`src/rtl/nidx_pkg.sv`:
```
`timescale 1ns/1ps
package nidx_pkg;
  // Tag word field positions; a downstream header stage decodes these.
  localparam int TAG_W        = 32;
  localparam int TAG_SEQ_W    = 6;
  localparam int TAG_CH_W     = 2;
  localparam int TAG_SB_W     = 5;
  localparam int TAG_CB_W     = 3;
  localparam int TAG_BEAM_W   = 4;
  localparam int TAG_USED_W   = TAG_SEQ_W + TAG_CH_W + TAG_SB_W + TAG_CB_W + TAG_BEAM_W;
  localparam int TAG_PAD_W    = TAG_W - TAG_USED_W;
  localparam int MAX_DIMS     = 10;
endpackage

```
`src/rtl/nidx_dim_counter.sv`:
```
`timescale 1ns/1ps
module nidx_dim_counter #(
  parameter int CNT_W = 16,
  parameter int START = 0,
  parameter int STOP  = 4,
  parameter int STEP  = 1
) (
  input  logic             clk,
  input  logic             rst,
  input  logic             word_valid,
  input  logic             below_first,
  input  logic             below_last,
  output logic [CNT_W-1:0] cnt,
  output logic             chain_first,
  output logic             chain_last
);
  localparam logic [CNT_W:0]   STEP_X  = (CNT_W+1)'(STEP);
  localparam logic [CNT_W:0]   STOP_X  = (CNT_W+1)'(STOP);
  localparam logic [CNT_W-1:0] START_V = CNT_W'(START);

  logic [CNT_W-1:0] cnt_q;
  logic [CNT_W:0]   step_sum;
  logic             at_first;
  logic             at_last;
  logic             advance;

  assign step_sum = {1'b0, cnt_q} + STEP_X;
  assign at_first = (cnt_q == START_V);
  assign at_last  = (step_sum >= STOP_X);
  // this dimension moves only when every faster one is wrapping
  assign advance  = word_valid & below_last;

  always_ff @(posedge clk) begin
    if (rst) begin
      cnt_q <= START_V;
    end else if (advance) begin
      cnt_q <= at_last ? START_V : step_sum[CNT_W-1:0];
    end
  end

  assign cnt         = cnt_q;
  assign chain_first = below_first & at_first;
  assign chain_last  = below_last & at_last;
endmodule

```
`src/rtl/nidx_tag_pack.sv`:
```
`timescale 1ns/1ps
module nidx_tag_pack
  import nidx_pkg::*;
#(
  parameter int CNT_W     = 16,
  parameter int SB_PER_CB = 24
) (
  input  logic [CNT_W-1:0] ch_cnt,
  input  logic [CNT_W-1:0] beam_cnt,
  input  logic [CNT_W-1:0] seq_cnt,
  input  logic [CNT_W-1:0] cbsb_cnt,
  output logic [TAG_W-1:0] tag
);
  localparam logic [CNT_W-1:0] SB_DIV = CNT_W'(SB_PER_CB);

  logic [TAG_CB_W-1:0]   cb_idx;
  logic [TAG_SB_W-1:0]   sb_idx;
  logic [TAG_BEAM_W-1:0] beam_idx;
  logic [TAG_CH_W-1:0]   ch_idx;
  logic [TAG_SEQ_W-1:0]  seq_idx;

  assign cb_idx   = TAG_CB_W'(cbsb_cnt / SB_DIV);
  assign sb_idx   = TAG_SB_W'(cbsb_cnt % SB_DIV);
  assign beam_idx = TAG_BEAM_W'(beam_cnt);
  assign ch_idx   = TAG_CH_W'(ch_cnt);
  assign seq_idx  = TAG_SEQ_W'(seq_cnt);

  // local channel = subband joined above the channel index
  assign tag = {{TAG_PAD_W{1'b0}}, beam_idx, cb_idx, sb_idx, ch_idx, seq_idx};
endmodule

```
`src/rtl/nidx_bsn_latch.sv`:
```
`timescale 1ns/1ps
module nidx_bsn_latch #(
  parameter int BSN_W = 64
) (
  input  logic             clk,
  input  logic             rst,
  input  logic             word_valid,
  input  logic             outer_end,
  input  logic [BSN_W-1:0] bsn_in,
  output logic [BSN_W-1:0] bsn_q
);
  logic pending_q;

  always_ff @(posedge clk) begin
    if (rst) begin
      pending_q <= 1'b1;
      bsn_q     <= '0;
    end else if (word_valid) begin
      pending_q <= 1'b0;
      if (pending_q || outer_end) begin
        bsn_q <= bsn_in;
      end
    end
  end
endmodule

```
`src/rtl/nidx_stream_counter.sv`:
```
`timescale 1ns/1ps
module nidx_stream_counter
  import nidx_pkg::*;
#(
  parameter int NUM_DIMS  = 5,
  parameter int DATA_W    = 32,
  parameter int CNT_W     = 16,
  parameter int BSN_W     = 64,
  parameter int SB_PER_CB = 24,
  parameter int DIM_START [NUM_DIMS] = '{0, 0, 0, 0, 0},
  parameter int DIM_STOP  [NUM_DIMS] = '{2000, 4, 12, 4, 88},
  parameter int DIM_STEP  [NUM_DIMS] = '{1, 1, 1, 1, 1}
) (
  input  logic                      clk,
  input  logic                      rst,
  input  logic                      in_valid,
  input  logic [DATA_W-1:0]         in_data,
  input  logic [BSN_W-1:0]          bsn_in,
  output logic                      out_valid,
  output logic [DATA_W-1:0]         out_data,
  output logic                      out_sop,
  output logic                      out_eop,
  output logic [NUM_DIMS*CNT_W-1:0] out_cnt,
  output logic [NUM_DIMS-1:0]       out_first,
  output logic [NUM_DIMS-1:0]       out_last,
  output logic [TAG_W-1:0]          out_tag,
  output logic [BSN_W-1:0]          bsn_q
);
  localparam int CNT_BUS_W = NUM_DIMS * CNT_W;

  logic [CNT_W-1:0]     cnt_w   [NUM_DIMS];
  logic [NUM_DIMS-1:0]  first_w;
  logic [NUM_DIMS-1:0]  last_w;
  logic [NUM_DIMS:0]    up_first;
  logic [NUM_DIMS:0]    up_last;
  logic [CNT_BUS_W-1:0] cnt_bus;
  logic [TAG_W-1:0]     tag_w;

  assign up_first[0] = 1'b1;
  assign up_last[0]  = 1'b1;

  for (genvar k = 0; k < NUM_DIMS; k++) begin : g_dim
    nidx_dim_counter #(
      .CNT_W (CNT_W),
      .START (DIM_START[k]),
      .STOP  (DIM_STOP[k]),
      .STEP  (DIM_STEP[k])
    ) u_cnt (
      .clk         (clk),
      .rst         (rst),
      .word_valid  (in_valid),
      .below_first (up_first[k]),
      .below_last  (up_last[k]),
      .cnt         (cnt_w[k]),
      .chain_first (first_w[k]),
      .chain_last  (last_w[k])
    );
    assign up_first[k+1]              = first_w[k];
    assign up_last[k+1]               = last_w[k];
    assign cnt_bus[k*CNT_W +: CNT_W]  = cnt_w[k];
  end

  if (NUM_DIMS >= 5) begin : g_tag
    nidx_tag_pack #(
      .CNT_W     (CNT_W),
      .SB_PER_CB (SB_PER_CB)
    ) u_tag (
      .ch_cnt   (cnt_w[1]),
      .beam_cnt (cnt_w[2]),
      .seq_cnt  (cnt_w[3]),
      .cbsb_cnt (cnt_w[4]),
      .tag      (tag_w)
    );
  end else begin : g_no_tag
    assign tag_w = '0;
  end

  nidx_bsn_latch #(
    .BSN_W (BSN_W)
  ) u_bsn (
    .clk        (clk),
    .rst        (rst),
    .word_valid (in_valid),
    .outer_end  (last_w[NUM_DIMS-1]),
    .bsn_in     (bsn_in),
    .bsn_q      (bsn_q)
  );

  // single output stage: data and its descriptors move together
  always_ff @(posedge clk) begin
    if (rst) begin
      out_valid <= 1'b0;
      out_data  <= '0;
      out_cnt   <= '0;
      out_first <= '0;
      out_last  <= '0;
      out_tag   <= '0;
    end else begin
      out_valid <= in_valid;
      if (in_valid) begin
        out_data  <= in_data;
        out_cnt   <= cnt_bus;
        out_first <= first_w;
        out_last  <= last_w;
        out_tag   <= tag_w;
      end else begin
        out_first <= '0;
        out_last  <= '0;
      end
    end
  end

  assign out_sop = out_first[0];
  assign out_eop = out_last[0];
endmodule

```
`config.mk`:
```
export PLATFORM = sky130hd
export DESIGN_NAME = nidx_stream_counter
export DESIGN_NICKNAME = d
export VERILOG_FILES = /design/src/rtl/nidx_pkg.sv /design/src/rtl/nidx_dim_counter.sv /design/src/rtl/nidx_tag_pack.sv /design/src/rtl/nidx_bsn_latch.sv /design/src/rtl/nidx_stream_counter.sv
export SDC_FILE = /design/constraint.sdc
export NUM_CORES = 1
export LEC_CHECK = 0
export ABC_AREA = 1
export BUFFER_PORTS_ARGS = -buffer_cell sky130_fd_sc_hd__buf_2
export CAP_MARGIN = 20
export CORE_ASPECT_RATIO = 0.9
export CORE_MARGIN = 3
export CORE_UTILIZATION = 40
export DETAILED_ROUTE_END_ITERATION = 10
export GPL_TIMING_DRIVEN = 1
export PLACE_DENSITY = 0.61
export SLEW_MARGIN = 40
export SYNTH_ARGS = -nofsm -noshare
export SYNTH_HDL_FRONTEND = slang
export SYNTH_SLANG_ARGS = --single-unit
export TNS_END_PERCENT = 30
```
`constraint.sdc`:
```
create_clock -name clk -period 4.8 [get_ports clk]
set_clock_uncertainty 0.05 [all_clocks]
set_input_delay 1.44 -clock clk [delete_from_list [all_inputs] [get_ports clk]]
set_output_delay 1.44 -clock clk [all_outputs]
set_load 0.01 [all_outputs]
```
* Yosys cells after proc, flatten, opt, wreduce, memory -nomap -nowiden
Index checks and enable logic that the tools add are counted.
** Cells by class
- Div/mod/pow operators :: 2
- Reduce and logical (&&, ||, !) cells :: 8
- Muxes and demuxes :: 5
- Multipliers :: 0
- Bitwise gates (word level) :: 13
- Eq/ne operators :: 0
- Shift operators :: 0
- Order comparisons :: 5
- Add/sub/neg operators :: 5
** Operators by type and width (count)
- $add 16x1->17 const B :: 5
- $logic_not 16->1 :: 5
- $mux 16 :: 5
- $ge 17x3->1 const B :: 2
- $ge 17x11->1 const B :: 1
- $ge 17x4->1 const B :: 1
- $ge 17x7->1 const B :: 1
- $div 16x5->16 const B :: 1
- $mod 16x5->16 const B :: 1
- $and 1x1->1 :: 12
- $reduce_and 2->1 :: 1
- $reduce_or 2->1 :: 1
- $logic_or 1x1->1 :: 1
- $not 1->1 :: 1
** Word-level totals
- Input port bits :: 99
- Latch bits :: 0
- Register bits after elaboration :: 288
- Output and inout port bits :: 221
- Memory bits (read-only) :: 0
- Memory bits (writable) :: 0
- Memories kept :: 0

* Longest topological paths before layout
Gate-level depths: netlist of the first run.
- Word-level depth :: 8
- Depth in mapped cells :: 36

* Modules after synthesis
Synthesis of the first run repeated with hierarchy kept, for this count alone.
** Unflattened totals
- Cells, all modules :: 2355
- Area total of the unflattened synthesis :: 15218.3 sq um
** Modules (own cells, without submodules)
- nidx_stream_counter :: times used 1, cells each 949, area an instance 6243.5 sq um
- nidx_bsn_latch :: times used 1, cells each 419, area an instance 2812.7 sq um
- nidx_dim_counter at g_dim[1].u_cnt ... :: times used 2, cells each 168, area an instance 1039.7 sq um
- nidx_dim_counter at g_dim[0].u_cnt :: times used 1, cells each 198, area an instance 1260.0 sq um
- nidx_dim_counter at g_dim[2].u_cnt :: times used 1, cells each 174, area an instance 1086.0 sq um
- nidx_dim_counter at g_dim[4].u_cnt :: times used 1, cells each 167, area an instance 1073.5 sq um
- nidx_tag_pack :: times used 1, cells each 112, area an instance 663.1 sq um

* Worst setup path after synthesis of the first run
Ideal clock, no wire load.
- Path kind :: input to register
- From :: input port in_valid
- To :: register out_data[15]
- Library setup time :: 0.060 ns
- Stages on the path :: 7
- Path buffers :: 4
- Data arrival time :: 2.867 ns
- Slack :: 1.823 ns
- Cells stage by stage :: bufbuf_16 -> inv_1 -> buf_1 -> nor2_1 -> clkbuf_1 -> buf_1 -> a22o_1
** RTL lines
- start, declared :: RTL line nidx_stream_counter.sv:16 : input logic in_valid,
- end signal, assigned :: RTL line nidx_stream_counter.sv:101 : out_data <= in_data;
- end, declared :: RTL line nidx_stream_counter.sv:20 : output logic [DATA_W-1:0] out_data,

* Worst setup path in the final report of the first run
- From :: register g_dim[4].u_cnt.cnt_q[2]
- To :: register u_bsn.bsn_q[15]
** On the way
- Longest elaborated chain between the ends :: 5
** RTL lines
- start, declared :: RTL line nidx_dim_counter.sv:21 : logic [CNT_W-1:0] cnt_q;
- start signal, assigned :: RTL line nidx_dim_counter.sv:37 : cnt_q <= at_last ? START_V : step_sum[CNT_W-1:0];
- $add 16x1->17 :: RTL line nidx_dim_counter.sv:27 : assign step_sum = {1'b0, cnt_q} + STEP_X;
- $ge 17x7->1 :: RTL line nidx_dim_counter.sv:29 : assign at_last = (step_sum >= STOP_X);
- $and 1x1->1 :: RTL line nidx_dim_counter.sv:43 : assign chain_last = below_last & at_last;
- $logic_or 1x1->1 :: RTL line nidx_bsn_latch.sv:20 : if (pending_q || outer_end) begin
- $reduce_and 2->1 (no line)
- end signal, assigned :: RTL line nidx_bsn_latch.sv:21 : bsn_q <= bsn_in;
- end, declared :: RTL line nidx_bsn_latch.sv:10 : output logic [BSN_W-1:0] bsn_q
Every way passes these cells.
A chain may end at the register's enable or synchronous reset.

==> metrics.txt, run 1 <==
Via density=between 4 and 5; vias in the first global route=around 9100; CP arrival=around 4.2 ns; outcome=finished clean; DRC=0; die height=between 150 and 200 um; # hold bufs at CTS=0; post-synthesis sequential area ratio=49.65%; Worst-Margin Slew=between 0.8 and 0.9 ns; Die ar.=~30000 sq um; Max Cap Viol=0; first drt pass iteration count=5; fin crit period=roughly 3.8 ns; Setup-failing EPs final=0; Port Buf Inserts=307; routability congestion estimate=about 0.86; Synth Register Bits=between 200 and 300; DRT iter0 DRCs=around 550; Post-DP HPWL=~21000 um; CTS tree=built; fraction of layout cells with a size suffix above 1=25.43%; Initial Utilization=41.45%; final hold viol count=0; DRT antenna net count=0; post-CTS sizing=0; number of antenna violations at the first check in global routing=0; YS warnings=0; final worst-path cycle share=between 70% and 80%; Netlist cell types=45; Netlist Area Pre-Place=between 10000 and 15000 sq um; Area Growth Syn to Fin=22.73%; per-cell routed wire length=around 15 um; worst vdd ir=between 0.2 and 0.3 mV; fin nets=around 1700; pin count of the biggest net entering global routing=between 60 and 70; WS Path Type=reg -> reg; Clock Tree Buf Depth=3; Mapped Cells=around 1400; CP Max Fanout=64; Final Slew Violations=0; Power Density=between 300 and 400 nW/um^2; Critical Path RT=5.21 ns; clock latency on the worst-skew pair=0.55 ns; Worst setup SP type=flop; CORE AREA=26560 sq um; I/O pins=320; CP endpoint kind=flop; WL final=29270 um; routed via count=just under 10000; Post-CTS Setup Inserts=0; chip width=180.9 um; clock slew at reported path FFs=0.06 ns; clock sink count=between 200 and 300; RSZ-0062 raised after global routing=false; HP Class=reg -> reg; first-pass GRT wire length=around 46000 um; Fin Hold WS=roughly 0.40 ns; number of antenna diodes=0; GRT Overall Usage=a little under a fifth; Lkg Pwr=0.006169 uW; total gr overflow=0; H-tree levels=1; Synth Area per Inst=~8 sq um; row count=56; total negative setup slack=0 ns; CTS Buf Count=29; clock root cell=clkbuf_16; maximum clock frequency=about 270 MHz; Rel. slew slack=between 40% and 50%
## metrics by stage
step	instances	power, uW	util (%)	area (sq um)	worst slack, ns
finish	1988	4878	50.87	13510	1.046
CTS	1988	4948	50.87	13510	1.046
global placement	1936	2751	47.30	12560	0.9432
global route	1988	5093	50.87	13510	0.4413
detailed placement	1936	2754	47.34	12570	1.074
floorplan	1362	2614	-	11050	1.823
## flip-flops by register name, indices dropped and copies added, names as in the netlist
name             count
out_last             5
out_data            32
out_valid            1
g_dim.u_cnt.cnt     80
out_cnt             80
u_bsn.bsn_q         64
out_tag              5
out_first            5
u_bsn.pending_q      1
## power breakdown
part | internal (uW) | leakage (uW) | switching [uW]
logic | 128 | 0.00348 | 206
registers | 2330 | 0.00222 | 31.1
clock network | 1280 | 0.000463 | 895
## worst max-delay path, cell delays in order (launching register included)
cell     delay [ns]
dfxtp_1        0.43
inv_2          0.07
nor3_1         0.14
inv_1          0.07
nor2_1         0.09
inv_1          0.07
nor2_1         0.15
inv_1          0.09
nor3_2         0.16
inv_1          0.08
nor2_1         0.17
nand4_1        0.12
xor2_1         0.17
o31a_1         0.15
nand4_1        0.08
nor2_1         0.36
inv_1          0.12
nand2_1        0.11
nand2_1        0.07
nand2_2        0.09
buf_4          0.54
o21ai_0        0.15
nor2_1         0.14
## cells by family (layout without fill, tap and decap cells)
group                      after synthesis  count (layout)  synth area share, %
DFF                                    273             273                49.65
and+or+nand+nor                        558             558                22.81
AOI/OAI and AO/OA                      242             242                13.02
adders and majority gates               10              10                1.137
other                                    1              12              0.03407
buffers and inverters                  219             497                9.526
xor gates and xnor gates                48              48                3.820
## path summary, 6_finish.rpt
path	end	startpoint	cells after the start	slack, ns
worst max-delay path	u_bsn.bsn_q[15]	g_dim[4].u_cnt.cnt[2]	22	1.05
worst min-delay path	out_cnt[4]	out_cnt[4]	2	0.40
worst max register to register	u_bsn.bsn_q[15]	g_dim[4].u_cnt.cnt[2]	22	1.05
worst min register to register	out_cnt[4]	out_cnt[4]	2	0.40
## synthesized netlist by cell type (all sizes together)
| master | instances | share of area (%) |
|---|---|---|
| a211oi | 16 | 1.1 |
| o22ai | 4 | 0.23 |
| nor2 | 186 | 6.5 |
| o31a | 1 | 0.080 |
| nand2 | 193 | 6.8 |
| nand4 | 26 | 1.5 |
| dlymetal6s2s | 1 | 0.11 |
| o2111ai | 1 | 0.080 |
| a21oi | 24 | 1.1 |
| xnor2 | 2 | 0.16 |
| clkinv | 3 | 0.10 |
| a2111oi | 2 | 0.22 |
| nor3b | 2 | 0.14 |
| a22o | 34 | 2.7 |
| nor4 | 15 | 0.85 |
| nor4b | 2 | 0.16 |
| inv | 124 | 4.2 |
| conb | 1 | 0.034 |
| bufbuf | 2 | 0.59 |
| ha | 10 | 1.1 |
| nand3 | 55 | 2.9 |
| o211ai | 1 | 0.068 |
| or2 | 2 | 0.11 |
| buf | 50 | 3.1 |
| nand3b | 1 | 0.068 |
| xor2 | 46 | 3.7 |
| o21ai | 151 | 6.9 |
| or3 | 1 | 0.057 |
| clkbuf | 39 | 1.4 |
| a31oi | 3 | 0.17 |
| dfxtp | 273 | 50 |
| nor3 | 75 | 3.8 |
| o32ai | 5 | 0.40 |
## area by class of cell
type | instances | area, sq um
well taps | 348 | 435.4
clock buffers | 42 | 854.6
fillers | 2570 | 13050
repair buffers | 318 | 1634
inverters | 127 | 481.7
clock inverters | 10 | 83.83
multi-input cells | 870 | 4554
flip-flops and latches | 273 | 5465
## placed cells by master, fill, tap and decap left out, drive strengths merged, types with 2 or more instances in the layout
cell type  netlist  final
a21oi           24     24
clkinv           3      8
nor3            75     75
buf             50    318
a31oi            3      3
a2111oi          2      2
clkbuf          39     42
dfxtp          273    273
o32ai            5      5
or2              2      2
inv            124    126
nor4            15     15
xor2            46     46
nor4b            2      2
nand4           26     26
conb             1     12
a22o            34     34
xnor2            2      2
nor3b            2      2
o22ai            4      4
a211oi          16     16
nor2           186    186
o21ai          151    151
ha              10     10
nand3           55     55
clkinvlp         0      2
nand2          193    193
## routing by layer
layer | track usage (%) | wire length (um)
met1 | 24.91 | 13470
met2 | 31.07 | 13420
met3 | 4.030 | 1779
met4 | 4.081 | 601
met5 | 0 | 0
Power figures use the tool's default switching activity.
==> run 2: changes to the inputs <==
ABC_AREA = 0   (was 1)
PLACE_DENSITY = 0.6   (was 0.61)
clock period = 3.6 ns   (was 4.8 ns; I/O delays follow)
==> run 2 against run 1 <==
Compared with the run above: sequential share of layout area fell by 4.2 points; core utilization down 0.62 points; routed wire length grew 11%; setup slack worse by 0.88 ns; power increased by 34%; sequential power grew 32%; cell count rose by 5.9%; worst hold slack about the same; clock power rose by 37%; non-clock buffer count rose by 37; first-iteration DRC count rose by 11%; largest cell class is now multi-input gates; synthesized cell count is 4.5% higher.
==> metrics.txt, run 2 <==
CTS tree=built; xor-xnor portion of the synthesized cell area=1.914% (-1.9 points); largest family of logic cells by synthesized area=simple AND/OR/NAND/NOR gates; top sig layer=met4; Most common cell on crit path=buf_4; Synth Area in Adders=1.116% (-0.021 points); routability congestion estimate=0.8921 (+4.0%); largest area contributor in the netlist=dfxtp_1; Mapped Cells=1412 (+4.5%); CTS Buf Count=29 (unchanged); Initial Utilization=40.71% (-0.74 points); pin count of the biggest net entering global routing=111 (+71%); fraction of layout cells with a size suffix above 1=26.13% (+0.70 points); total gr overflow=0 (unchanged); WHS Path Cells=2 (unchanged); fin nets=1792 (+3.7%); WL final=32400 um (+11%); die height=171.9 um (+5.2%); met2 wire len=14550 um (+8.4%); Worst setup SP type=flop; Via density=5.029 (+3.6%); CP endpoint kind=flop; post-place setup slack=0.1339 ns (-0.9402 ns); Setup-failing EPs final=0 (unchanged); min-delay src=u_bsn.bsn_q[44]; Slowest Stage Delay on Critical Path=0.62 ns (+0.08 ns); top post-synthesis cells by count=273 x dfxtp_1, 188 x nand2_1, 185 x nor2_1; Netlist cell types=93 (+110%); GRT Overall Usage=18.98% (+0.37 points); CP arrival=3.86 ns (-0.31 ns); number of antenna diodes=0 (unchanged); first-pass GRT wire length=52110 um (+12%); r2r setup slk=0.16 ns (-0.88 ns); complex-gate fraction of the synthesized area=13.00% (-0.018 points); Synth Register Bits=273 (unchanged); Async SR Flop Fraction=0% (unchanged); number of antenna violations at the first check in global routing=0 (unchanged); CORE AREA=30030 sq um (+13%); vias in the first global route=9875 (+9.1%); DRT iter0 DRCs=606 (+11%); RSZ-0062 raised after global routing=false; Area Growth Syn to Fin=23.44%; min setup slack post-route=0.1634 ns (-0.8822 ns); RR Startpoint=g_dim[4].u_cnt.cnt[11]; most common cell in the netlist=dfxtp_1; Worst-Margin Slew=0.6020 ns (-0.2069 ns); clock slew at reported path FFs=0.06 ns (about the same); worst reg2reg path endpoint=out_tag[12]; clock root cell=clkbuf_16; clock latency on the worst-skew pair=0.55 ns (about the same); final worst-path cycle share=95.46% (+17 points); clock sink count=273 (unchanged); Area contributors post-synth=dfxtp_1 45%, mux2i_1 9.7%, nand2_1 5.8%; CP max-delay cell=or4b_1; commonest non-fill, non-tap cell in the layout=buf_2; simple-gate share of the synthesized area=22.96% (+0.14 points); Power Density=433.8 nW/um^2 (+20%); area share of the largest cell type after synthesis=44.70% (-4.9 points); WS Path Type=reg -> reg; fin crit period=3.437 ns (-0.3178 ns); total negative setup slack=0 ns (unchanged); Rel. slew slack=59.87% (+15 points); DRT antenna net count=0 (unchanged); Port Buf Inserts=307 (unchanged); row count=60 (+7.1%); worst vdd ir=0.3162 mV (+20%); post-synthesis sequential area ratio=44.70% (-4.9 points); first drt pass iteration count=4 (-1); Clock Tree Buf Depth=3 (unchanged); final hold viol count=0 (unchanged); reg2reg path depth=13 (-41%); WL met1=15110 um (+12%); HP Class=reg -> reg; Netlist Area Pre-Place=12230 sq um (+11%); mux share of post-synthesis cell area=10.11% (+10 points); WHS Endpoint=u_bsn.bsn_q[44]; per-cell routed wire length=15.39 um (+4.5%); CP cell instances=buf_4, or3b_1, o211a_1, o32ai_2, nor2_1, buf_4, nand4_1, o211ai_1, or4b_1, and2_1, a22o_1, o31a_1, o21ai_0; Lkg Pwr=0.006838 uW (+11%); H-tree levels=1 (unchanged); I/O pins=320 (unchanged); maximum clock frequency=291.0 MHz (+9.2%); DR WL met3=2104 um (+18%); Critical Path RT=4.02 ns (-1.19 ns); Post-DP HPWL=22940 um (+9.4%); Synth Area per Inst=8.658 sq um (+6.3%); Post-CTS Setup Inserts=0 (unchanged); ys flop type=dfxtp_1; most frequent cells in the layout=305 x buf_2, 271 x dfxtp_1, 188 x nand2_1; YS warnings=0 (unchanged); routed via count=10592 (+9.8%); CP Max Fanout=12 (-81%); Final Slew Violations=0 (unchanged); final total power=6547 uW (+34%); outcome=finished clean; DRC=0 (unchanged); Die ar.=32700 sq um (+11%); EDFF count, synth=0 (unchanged); Max Cap Viol=0 (unchanged); chip width=190.3 um (+5.2%)
## run 2: logic make-up after synthesis
family / Yosys count
flops: 273
compound gates: 236
mux: 122
xor+xnor: 25
simple gates: 589
fa+ha+maj: 11
other cells: 1
buf+inv: 155
## run 2: worst max path at each step
stage | start | slack, ns | cells past startpoint | to
3_5_place_dp | g_dim[4].u_cnt.cnt[10] | 0.13 | 12 | out_tag[12]
2_1_floorplan | g_dim[4].u_cnt.cnt[10] | 0.63 | 12 | out_tag[13]
6_report | g_dim[4].u_cnt.cnt[11] | 0.16 | 13 | out_tag[12]
3_3_place_gp | g_dim[4].u_cnt.cnt[10] | 0.20 | 12 | out_tag[12]
5_1_grt | g_dim[4].u_cnt.cnt[11] | 0.001 | 13 | out_tag[12]
4_1_cts | g_dim[4].u_cnt.cnt[10] | 0.13 | 12 | out_tag[12]
## run 2: final cells by class
class                   instances  area [sq um]
clock buffers                  36         792.0
clock inverters                15         165.2
fillers                      2903         14940
inverters                      29         108.9
multi-input cells             995          6070
flip-flops and latches        273          5468
well taps                     403         504.2
repair buffers                355          1983
## run 2: what timing repair did
action                                  in CTS  in global routing
gates resized for setup                      0                  5
hold buffers                                 0                  0
endpoints found under the setup margin       0                  3
## run 2: stage by stage
step / hold slack [ns] / std cells / area (sq um) / utilization, %
finish: 0.4010 / 2106 / 15090 / 50.25
floorplan: 0.4032 / 1423 / 12270 / -
global placement: 0.3890 / 2054 / 14090 / 46.91
detailed placement: 0.3930 / 2055 / 14110 / 47.00
global route: 0.4211 / 2106 / 15090 / 50.25
CTS: 0.4015 / 2106 / 15070 / 50.19
## run 2: power breakdown
| part | switching, uW | internal (uW) |
|---|---|---|
| clock network | 1220 | 1770 |
| registers | 33.7 | 3090 |
| logic | 251 | 179 |
| total | 1510 | 5040 |
## run 2: layer usage
layer	up-vias	global-route usage, %
met5	-	0
met4	0	4.242
met3	44	3.730
met2	304	30.34
met1	4878	26.76
li1	5366	-
## run 2: worst max-delay path: cells and delay by family, from the launching register on
| kind | cells | cell delay (ns) |
|---|---|---|
| AO/OA/AOI/OAI | 6 | 1.12 |
| flip-flops | 1 | 0.42 |
| AND/OR/NAND/NOR | 5 | 1.37 |
| buffers and inverters | 2 | 0.41 |
